<file path="src/rtl/bsym_pkg.sv">
package bsym_pkg;
    typedef enum logic [2:0] {
        PH_IDLE,
        PH_WAKE,
        PH_HOLD,
        PH_PRE,
        PH_SYNC,
        PH_DATA,
        PH_CSUM
    } phase_e;

    localparam logic [7:0]  SYNC_BYTE = 8'b1110_0100;
    localparam logic [7:0]  HOLD_BYTE = ~SYNC_BYTE;
    localparam logic [11:0] PRE_FIELD = 12'b01_0000000000;
endpackage

</file>
<file path="src/rtl/bsym_nib_word.sv">
module bsym_nib_word (
    input  logic [3:0] nib,
    output logic [5:0] word
);
    always_comb begin
        case (nib)
            4'h0: word = 6'b001011;
            4'h1: word = 6'b001101;
            4'h2: word = 6'b001110;
            4'h3: word = 6'b010011;
            4'h4: word = 6'b010101;
            4'h5: word = 6'b010110;
            4'h6: word = 6'b011001;
            4'h7: word = 6'b011010;
            4'h8: word = 6'b011100;
            4'h9: word = 6'b100011;
            4'hA: word = 6'b100101;
            4'hB: word = 6'b100110;
            4'hC: word = 6'b101001;
            4'hD: word = 6'b101010;
            4'hE: word = 6'b101100;
            default: word = 6'b110001;
        endcase
    end
endmodule

</file>
<file path="src/rtl/bsym_byte_symbol.sv">
module bsym_byte_symbol (
    input  logic [7:0]  byte_in,
    output logic [11:0] symbol
);
    genvar g;
    generate
        for (g = 0; g < 2; g++) begin : g_nib
            bsym_nib_word u_word (
                .nib  (byte_in[4*g+3:4*g]),
                .word (symbol[6*g+5:6*g])
            );
        end
    endgenerate
endmodule

</file>
<file path="src/rtl/bsym_bit_timer.sv">
module bsym_bit_timer #(
    parameter int CLK_PER_BIT = 256
) (
    input  logic clk,
    input  logic rst_n,
    input  logic run,
    output logic tick
);
    localparam int TMR_W = $clog2(CLK_PER_BIT);
    localparam logic [TMR_W-1:0] TMR_LAST = TMR_W'(CLK_PER_BIT - 1);

    logic [TMR_W-1:0] tmr_d, tmr_q;

    always_comb begin
        if (!run || tmr_q == TMR_LAST) tmr_d = '0;
        else                           tmr_d = tmr_q + TMR_W'(1);
    end

    always_ff @(posedge clk) begin
        if (!rst_n) tmr_q <= '0;
        else        tmr_q <= tmr_d;
    end

    assign tick = run && (tmr_q == TMR_LAST);
endmodule

</file>
<file path="src/rtl/bsym_pkt_encoder.sv">
module bsym_pkt_encoder #(
    parameter int CLK_PER_BIT = 256,
    parameter int MAX_BYTES   = 28,
    parameter int WAKE_CYCLES = 256,
    localparam int IDX_W = $clog2(MAX_BYTES + 1)
) (
    input  logic             clk,
    input  logic             rst_n,
    input  logic             start,
    input  logic [IDX_W-1:0] byte_count,
    input  logic [7:0]       pre_len,
    input  logic [7:0]       wake_len,
    output logic [IDX_W-1:0] rd_addr,
    input  logic [7:0]       rd_data,
    output logic             tx_en,
    output logic             tx_data,
    output logic             done
);
    import bsym_pkg::*;

    localparam int CYC_W = ($clog2(WAKE_CYCLES) > 8) ? $clog2(WAKE_CYCLES) : 8;
    localparam logic [CYC_W-1:0] WAKE_LAST = CYC_W'(WAKE_CYCLES - 1);

    typedef struct packed {
        phase_e           ph;
        logic [11:0]      sh;
        logic [3:0]       nb;
        logic [CYC_W-1:0] cyc;
        logic [7:0]       grp;
        logic [IDX_W-1:0] idx;
        logic [IDX_W-1:0] cnt;
        logic [7:0]       sum;
        logic [7:0]       pre;
        logic [7:0]       wake;
        logic             txen;
        logic             done;
    } enc_state_t;

    enc_state_t s_q, s_d;
    logic        tick;
    logic [7:0]  sym_src;
    logic [11:0] sym;
    logic        last_byte;

    bsym_bit_timer #(.CLK_PER_BIT(CLK_PER_BIT)) u_timer (
        .clk   (clk),
        .rst_n (rst_n),
        .run   (s_q.txen),
        .tick  (tick)
    );

    assign last_byte = (s_q.ph == PH_DATA) && (s_q.idx == s_q.cnt);
    assign sym_src   = last_byte ? s_q.sum : rd_data;

    bsym_byte_symbol u_sym (
        .byte_in (sym_src),
        .symbol  (sym)
    );

    always_comb begin
        s_d      = s_q;
        s_d.done = 1'b0;
        if (s_q.ph == PH_IDLE) begin
            if (start) begin
                s_d.txen = 1'b1;
                s_d.cnt  = byte_count;
                s_d.pre  = pre_len;
                s_d.wake = wake_len;
                s_d.idx  = '0;
                s_d.sum  = '0;
                s_d.cyc  = '0;
                s_d.grp  = '0;
                s_d.ph   = (wake_len != 8'd0) ? PH_WAKE : PH_PRE;
                s_d.sh   = PRE_FIELD;
                s_d.nb   = 4'd2;
            end
        end else if (tick) begin
            if (s_q.nb != 4'd1) begin
                s_d.sh = {s_q.sh[10:0], 1'b0};
                s_d.nb = s_q.nb - 4'd1;
            end else begin
                case (s_q.ph)
                    PH_WAKE: begin
                        if (s_q.cyc == WAKE_LAST) begin
                            s_d.ph  = PH_HOLD;
                            s_d.sh  = {HOLD_BYTE, 4'b0};
                            s_d.nb  = 4'd8;
                            s_d.cyc = '0;
                        end else begin
                            s_d.cyc = s_q.cyc + CYC_W'(1);
                            s_d.sh  = PRE_FIELD;
                            s_d.nb  = 4'd2;
                        end
                    end
                    PH_HOLD: begin
                        if ((s_q.grp + 8'd1) == s_q.wake) begin
                            s_d.ph  = PH_PRE;
                            s_d.grp = '0;
                        end else begin
                            s_d.ph  = PH_WAKE;
                            s_d.grp = s_q.grp + 8'd1;
                        end
                        s_d.sh  = PRE_FIELD;
                        s_d.nb  = 4'd2;
                        s_d.cyc = '0;
                    end
                    PH_PRE: begin
                        if ((s_q.cyc + CYC_W'(1)) == CYC_W'(s_q.pre)) begin
                            s_d.ph = PH_SYNC;
                            s_d.sh = {SYNC_BYTE, 4'b0};
                            s_d.nb = 4'd8;
                        end else begin
                            s_d.cyc = s_q.cyc + CYC_W'(1);
                            s_d.sh  = PRE_FIELD;
                            s_d.nb  = 4'd2;
                        end
                    end
                    PH_SYNC, PH_DATA: begin
                        s_d.sh = sym;
                        s_d.nb = 4'd12;
                        if (last_byte) begin
                            s_d.ph = PH_CSUM;
                        end else begin
                            s_d.ph  = PH_DATA;
                            s_d.sum = s_q.sum + rd_data;
                            s_d.idx = s_q.idx + IDX_W'(1);
                        end
                    end
                    PH_CSUM: begin
                        s_d.ph   = PH_IDLE;
                        s_d.txen = 1'b0;
                        s_d.done = 1'b1;
                        s_d.sh   = '0;
                    end
                    default: begin
                        s_d.ph   = PH_IDLE;
                        s_d.txen = 1'b0;
                    end
                endcase
            end
        end
    end

    always_ff @(posedge clk) begin
        if (!rst_n) s_q <= '{ph: PH_IDLE, default: '0};
        else        s_q <= s_d;
    end

    assign rd_addr = s_q.idx;
    assign tx_en   = s_q.txen;
    assign tx_data = s_q.txen & s_q.sh[11];
    assign done    = s_q.done;
endmodule

</file>
<file path="config.mk">
export PLATFORM = sky130hd
export DESIGN_NAME = bsym_pkt_encoder
export DESIGN_NICKNAME = d
export VERILOG_FILES = /design/src/rtl/bsym_pkg.sv /design/src/rtl/bsym_nib_word.sv /design/src/rtl/bsym_byte_symbol.sv /design/src/rtl/bsym_bit_timer.sv /design/src/rtl/bsym_pkt_encoder.sv
export SDC_FILE = /design/constraint.sdc
export NUM_CORES = 1
export LEC_CHECK = 0
export BUFFER_PORTS_ARGS = -buffer_cell sky130_fd_sc_hd__buf_2
export CORE_MARGIN = 2
export CORE_UTILIZATION = 64
export DETAILED_ROUTE_END_ITERATION = 10
export PLACE_DENSITY = 0.84
export SYNTH_ARGS = -nofsm -noshare
export SYNTH_HDL_FRONTEND = slang
export SYNTH_SLANG_ARGS = --single-unit
</file>
<file path="constraint.sdc">
create_clock -name clk -period 8.3 [get_ports clk]
set_clock_uncertainty 0.1 [all_clocks]
set_input_delay 0.415 -clock clk [delete_from_list [all_inputs] [get_ports clk]]
set_output_delay 0.415 -clock clk [all_outputs]
set_load 0.03 [all_outputs]
</file>
==> impl_metrics.ini, run 1 <==
[run_status]
outcome = completed

[grt]
antenna_found_initial = 0
grt.overflow.total = 0
grt_start_max_net_pins = 88
grt_pass1_wl_mm = 21.4
grt_pass1_vias = 4689
track_usage_pct = 29.0

[drt]
wire_per_inst_um = 15.8
vias_per_cell = 6.19
first_pass_iters = 5
drc = 0
postRouteAntennaNets = 0
dr.first_iter.drc_count = 477
via_count = 5052
drt-total-wl_mm = 12.9

[setup_path]
cp_data_required_time_ns = 8.48
cp_cell_sequence = inv_1 > ha_1 > or3b_1 > nor3_1 > nand3_1 > a221oi_2 > nand2_2 > o32ai_1
reg2reg_slack_ns = 5.26
arrival_ns = 3.22
crit_fanout = 11
critical_path_class = flop to flop
setup.worst_path.end_class = flop
slowest_delay_ns = 0.66
slowest_stage = a221oi_2
cp-start-kind = flop

[clocking]
worstSkewPairLatency_ns = 0.37
clk_path_buf_depth = 2
cts_resized = 0
numCtsBuffers = 9
hold_buffers = 0
post-cts-setup-buffers = 0
numClockSinks = 79
cts_tree = built
clk_pin_slew_ns = 0.09
htreeDepth = 3
root_buffer = clkbuf_8

[timing]
worst_pin_slew_ns = 0.939
setup_viol = 0
timing.fmax_mhz = 329
period_minus_slack_ns = 3.04
hold_viol = 0
rsz0062_at_grt = false
holdWs_ns = 0.190
worst_slack_ns = 5.26
tns_ns = 0
finalCritPeriodShare_pct = 36.7
slew_viol_final = 0
slew_headroom_pct = 37.2

[pwr]
switchingPower_w = 0.000314
internal_power_w = 0.000656
p_total_w = 0.000970
sw_frac_of_total_pct = 32.4
leakage_nw = 2.19
powerDensity_nw_per_um2 = 167
pwr-share-comb_pct = 22.2
p_clk_share_pct = 34.1
p_seq_share_pct = 43.7
vdd_drop_max_v = 0.0000869

[flow_run]
maxCapViolCount = 0

[synthesis]
synthArstFlopShare_pct = 0
synth-seq-cells = 79
synth-edff-count = 0
syn_inst = 696
syn-cell-area_um2 = 5430
synth_top_flop_cell = dfxtp_1
synthDistinctLibCells = 74
synth_nets = 758
ys_seq_area_share_pct = 29.1
yosys_warnings = 0
avgSynthCellArea_um2 = 7.80

[floorplan]
start_util_pct = 66.1
rows = 33
die_h_um = 96.1
coreArea_um2 = 8220
die_w_um = 96.1
pin_count = 40
dieArea_um2 = 9240

[cells_and_area]
nNetsFinal = 768
drive_gt1_share_pct = 11.1
final_cell_mix = nand2_1, dfxtp_1, nor2_1
final_common_cell = nand2_1
stdcell_area_um2 = 5800
antenna_cells = 0
syn2layout_area_growth_pct = 6.75

[place]
place_ws_ns = 5.26
io_buffer_count = 39
place.gp.congestion = 0.924
post_dp_cell_area_um2 = 5570
hpwl_mm = 9.38

[hold_path]
hold_path_class = input pin to flop
==> cells in the mapped netlist, types with 4 or more instances <==
cell,n,area share (%)
nand3b_1,7,0.97
o21ai_0,34,3.1
and2_1,4,0.46
nor2_1,47,3.2
nand2b_1,9,1.0
o211ai_1,7,0.97
a41oi_1,4,0.65
o2111ai_1,4,0.65
nor2b_1,9,1.0
nor3_1,18,1.7
or3_1,5,0.58
nand3_1,38,3.5
a31oi_1,12,1.4
a21boi_0,34,4.7
o31ai_1,8,1.1
xnor2_1,24,3.9
buf_2,6,0.55
inv_1,26,1.8
mux2i_1,10,1.8
nand2_1,107,7.4
nor3b_1,7,0.97
a21oi_1,27,2.5
o22ai_1,4,0.46
xor2_1,20,3.2
dfxtp_1,79,29
nand4_1,9,1.0
ha_1,29,6.7
clkbuf_1,27,1.9
buf_4,7,0.97
==> flip-flops by register name, indices dropped and copies added (netlist names) <==
signal,flops
done,1
s_q,64
tx_en,1
rd_addr,5
u_timer.tmr_q,8
==> per-layer routing <==
layer	vias to the layer above	global-route usage [%]	wire length (um)
met5	-	0	0
met4	0	10.8	255
met3	25	5.01	773
met2	185	48.1	6150
met1	2356	37.6	5710
li1	2486	-	-
==> cell type report <==
class | count | area [um2]
clock inverter | 6 | 93.8
sequential | 79 | 1580
inverter | 26 | 97.6
clock buffer | 10 | 138
multi-input combinational | 546 | 3520
tap | 105 | 131
timing repair buffer | 44 | 233
fill | 668 | 2420
==> through the flow <==
| stage | cells | utilization, % |
|---|---|---|
| 6_report | 816 | 70.5 |
| 5_1_grt | 816 | 70.5 |
| 4_1_cts | 816 | 70.5 |
| 3_5_place_dp | 800 | 67.7 |
| 3_3_place_gp | 800 | 67.7 |
| 2_1_floorplan | 696 | - |
==> final timing paths <==
path	from	end	cells past startpoint
worst max-delay path	s_q[53]	s_q[51]	8
worst min register to register	u_timer.tmr_q[0]	u_timer.tmr_q[0]	1
worst min-delay path	pre_len[6]	s_q[16]	3
worst max register to register	s_q[53]	s_q[51]	8
==> power groups by stage <==
stage / clock, W / combinational [W] / sequential (W)
final: 0.000331 / 0.000215 / 0.000424
after floorplan: 0 / 0.000165 / 0.000424
after CTS: 0.000333 / 0.000212 / 0.000423
after global routing: 0.000345 / 0.000240 / 0.000427
after detailed placement: 0 / 0.000211 / 0.000432
after global placement: 0 / 0.000204 / 0.000431
==> logic make-up after synthesis <==
kind of cell | synth area share [%]
XOR/XNOR | 7.10
adder cells (fa/ha/maj) | 7.05
AO/OA/AOI/OAI | 22.1
buffers and inverters | 6.01
flip-flops | 29.1
multiplexers | 3.36
AND/OR/NAND/NOR | 25.2
==> critical path: cells and delay by family (launching register included) <==
kind | cells | cell delay [ns]
AND/OR/NAND/NOR | 4 | 1.24
buffers and inverters | 1 | 0.10
AO/OA/AOI/OAI | 2 | 0.99
flip-flops | 1 | 0.33
adder cells (fa/ha/maj) | 1 | 0.19
No activity file was read; power rests on OpenSTA's default activity.
==> run 2: changes to the inputs <==
--- a/config.mk
+++ b/config.mk
@@ -7,9 +7,9 @@
 export LEC_CHECK = 0
 export BUFFER_PORTS_ARGS = -buffer_cell sky130_fd_sc_hd__buf_2
 export CORE_MARGIN = 2
-export CORE_UTILIZATION = 64
+export CORE_UTILIZATION = 61
 export DETAILED_ROUTE_END_ITERATION = 10
-export PLACE_DENSITY = 0.84
+export PLACE_DENSITY = 0.81
 export SYNTH_ARGS = -nofsm -noshare
 export SYNTH_HDL_FRONTEND = slang
 export SYNTH_SLANG_ARGS = --single-unit
==> constraint.sdc (replaced) <==
create_clock -name clk -period 3.13 [get_ports clk]
set_clock_uncertainty 0.1 [all_clocks]
set_input_delay 0.1565 -clock clk [delete_from_list [all_inputs] [get_ports clk]]
set_output_delay 0.1565 -clock clk [all_outputs]
set_load 0.03 [all_outputs]
==> impl_metrics.ini, run 2 (same netlist as run 1, synthesis figures left out) <==
[pwr]
vdd_drop_max_v = 0.000268
leakage_nw = 2.32
powerDensity_nw_per_um2 = 415

[floorplan]
rows = 34
pin_count = 40
coreArea_um2 = 8680
die_w_um = 98.4
dieArea_um2 = 9670
start_util_pct = 62.6
die_h_um = 98.4

[timing]
hold_viol = 0
slew_viol_final = 0
period_minus_slack_ns = 2.75
setup_viol = 0
tns_ns = 0
slew_headroom_pct = 51.0
worst_pin_slew_ns = 0.735
holdWs_ns = 0.130
rsz0062_at_grt = false
timing.fmax_mhz = 364
finalCritPeriodShare_pct = 87.9

[cells_and_area]
final_cell_mix = nand2_1, dfxtp_1, nor2_1
drive_gt1_share_pct = 12.3
largest_register_ffs = 64
fin_util_pct = 69.9
final_common_cell = nand2_1
stdcell_area_um2 = 6060
fill_cells = 700
antenna_cells = 0
nNetsFinal = 802
syn2layout_area_growth_pct = 11.7
fin_cells = 853
largest_register = s_q

[setup_path]
reg2reg_from = s_q[69]
cp_data_required_time_ns = 3.32
reg2reg_slack_ns = 0.38
reg2reg_to = s_q[62]
endpoint = s_q[62]
rr_worst_depth = 9
crit_fanout = 12
critical_path_class = flop to flop
arrival_ns = 2.94
setup.worst_path.end_class = flop
cp-start-kind = flop
crit_start = s_q[69]

[clocking]
numClockSinks = 79
cts_resized = 0
numCtsBuffers = 9
root_buffer = clkbuf_8
worstSkewPairLatency_ns = 0.37
clk_pin_slew_ns = 0.09
htreeDepth = 3
clk_path_buf_depth = 2
cts_tree = built

[grt]
grt.overflow.total = 0
track_usage_pct = 29.8
grt_pass1_wl_mm = 23.9
antenna_found_initial = 0
grt_pass1_vias = 5009
grt_start_max_net_pins = 44

[place]
io_buffer_count = 39
place.gp.congestion = 1.02
placedCellCount = 816
post_dp_cell_area_um2 = 5670
hpwl_mm = 9.97

[drt]
top_layer = met4
via_count = 5327
met2_wirelength_mm = 6.81
wl_met1_mm = 6.36
dr.first_iter.drc_count = 506
wire_per_inst_um = 16.7
vias_per_cell = 6.25
first_pass_iters = 6
postRouteAntennaNets = 0
wl_met3_um = 836
drc = 0
drt-total-wl_mm = 14.3

[run_status]
outcome = completed

[hold_path]
hold_path_class = input pin to flop

[flow_run]
maxCapViolCount = 0
## run 2: cell types whose count changed in the layout (fill, tap and decap cells not counted)
cell	before	now
dlygate4sd3_1	0	21
buf_4	5	18
clkinv_4	3	0
inv_6	0	3
bufinv_16	2	0
inv_8	0	2
clkbuf_8	10	9
clkinvlp_4	1	2
## run 2: worst min-delay path by stage
| stage | startpoint | end | depth (start not counted) |
|---|---|---|---|
| floorplan | pre_len[0] | s_q[10] | 2 |
| global placement | pre_len[7] | s_q[17] | 3 |
| detailed placement | byte_count[4] | s_q[30] | 3 |
| CTS | rd_data[5] | s_q[64] | 4 |
| global route | rd_data[5] | s_q[64] | 4 |
| finish | rd_data[5] | s_q[64] | 4 |
## run 2: final cells by class
class,instances,area (um2),share of cell area (%)
well taps,108,135,2.23
clock buffers,9,124,2.04
flip-flops and latches,79,1580,26.1
repair buffers,78,541,8.91
inverters,26,97.6,1.61
clock inverters,7,63.8,1.05
multi-input cells,546,3520,58.1
## run 2: what timing repair did
| action | CTS | global route |
|---|---|---|
| buffers inserted | 0 | 0 |
| hold buffers | 21 | 0 |
| hold endpoints to repair | 21 | 0 |
## run 2: per-stage QoR
| stage | total power (W) | setup WS (ns) |
|---|---|---|
| 3_5_place_dp | 0.00174 | 0.413 |
| 5_1_grt | 0.00264 | 0.175 |
| 3_3_place_gp | 0.00172 | 0.511 |
| 4_1_cts | 0.00249 | 0.378 |
| 6_report | 0.00252 | 0.380 |
| 2_1_floorplan | 0.00156 | 0.287 |
## run 2: per-layer routing
layer / vias up / global-route usage (%)
met5: - / 0
met4: 0 / 9.59
met3: 29 / 3.72
met2: 198 / 48.8
met1: 2539 / 41.1
li1: 2561 / -
## run 2: where the power goes
part	switching, W	internal (W)
clock network	0.000444	0.000308
logic	0.000394	0.000248
registers	0.0000601	0.00106
total	0.000898	0.00162
## run 2: worst max-delay path, cell delays in order (launching register included)
cell	delay [ns]
dfxtp_1	0.43
and3b_1	0.27
nand4_2	0.13
or2_4	0.36
mux2i_1	0.35
inv_1	0.17
ha_1	0.24
o311ai_0	0.26
o311ai_0	0.19
a31oi_1	0.18
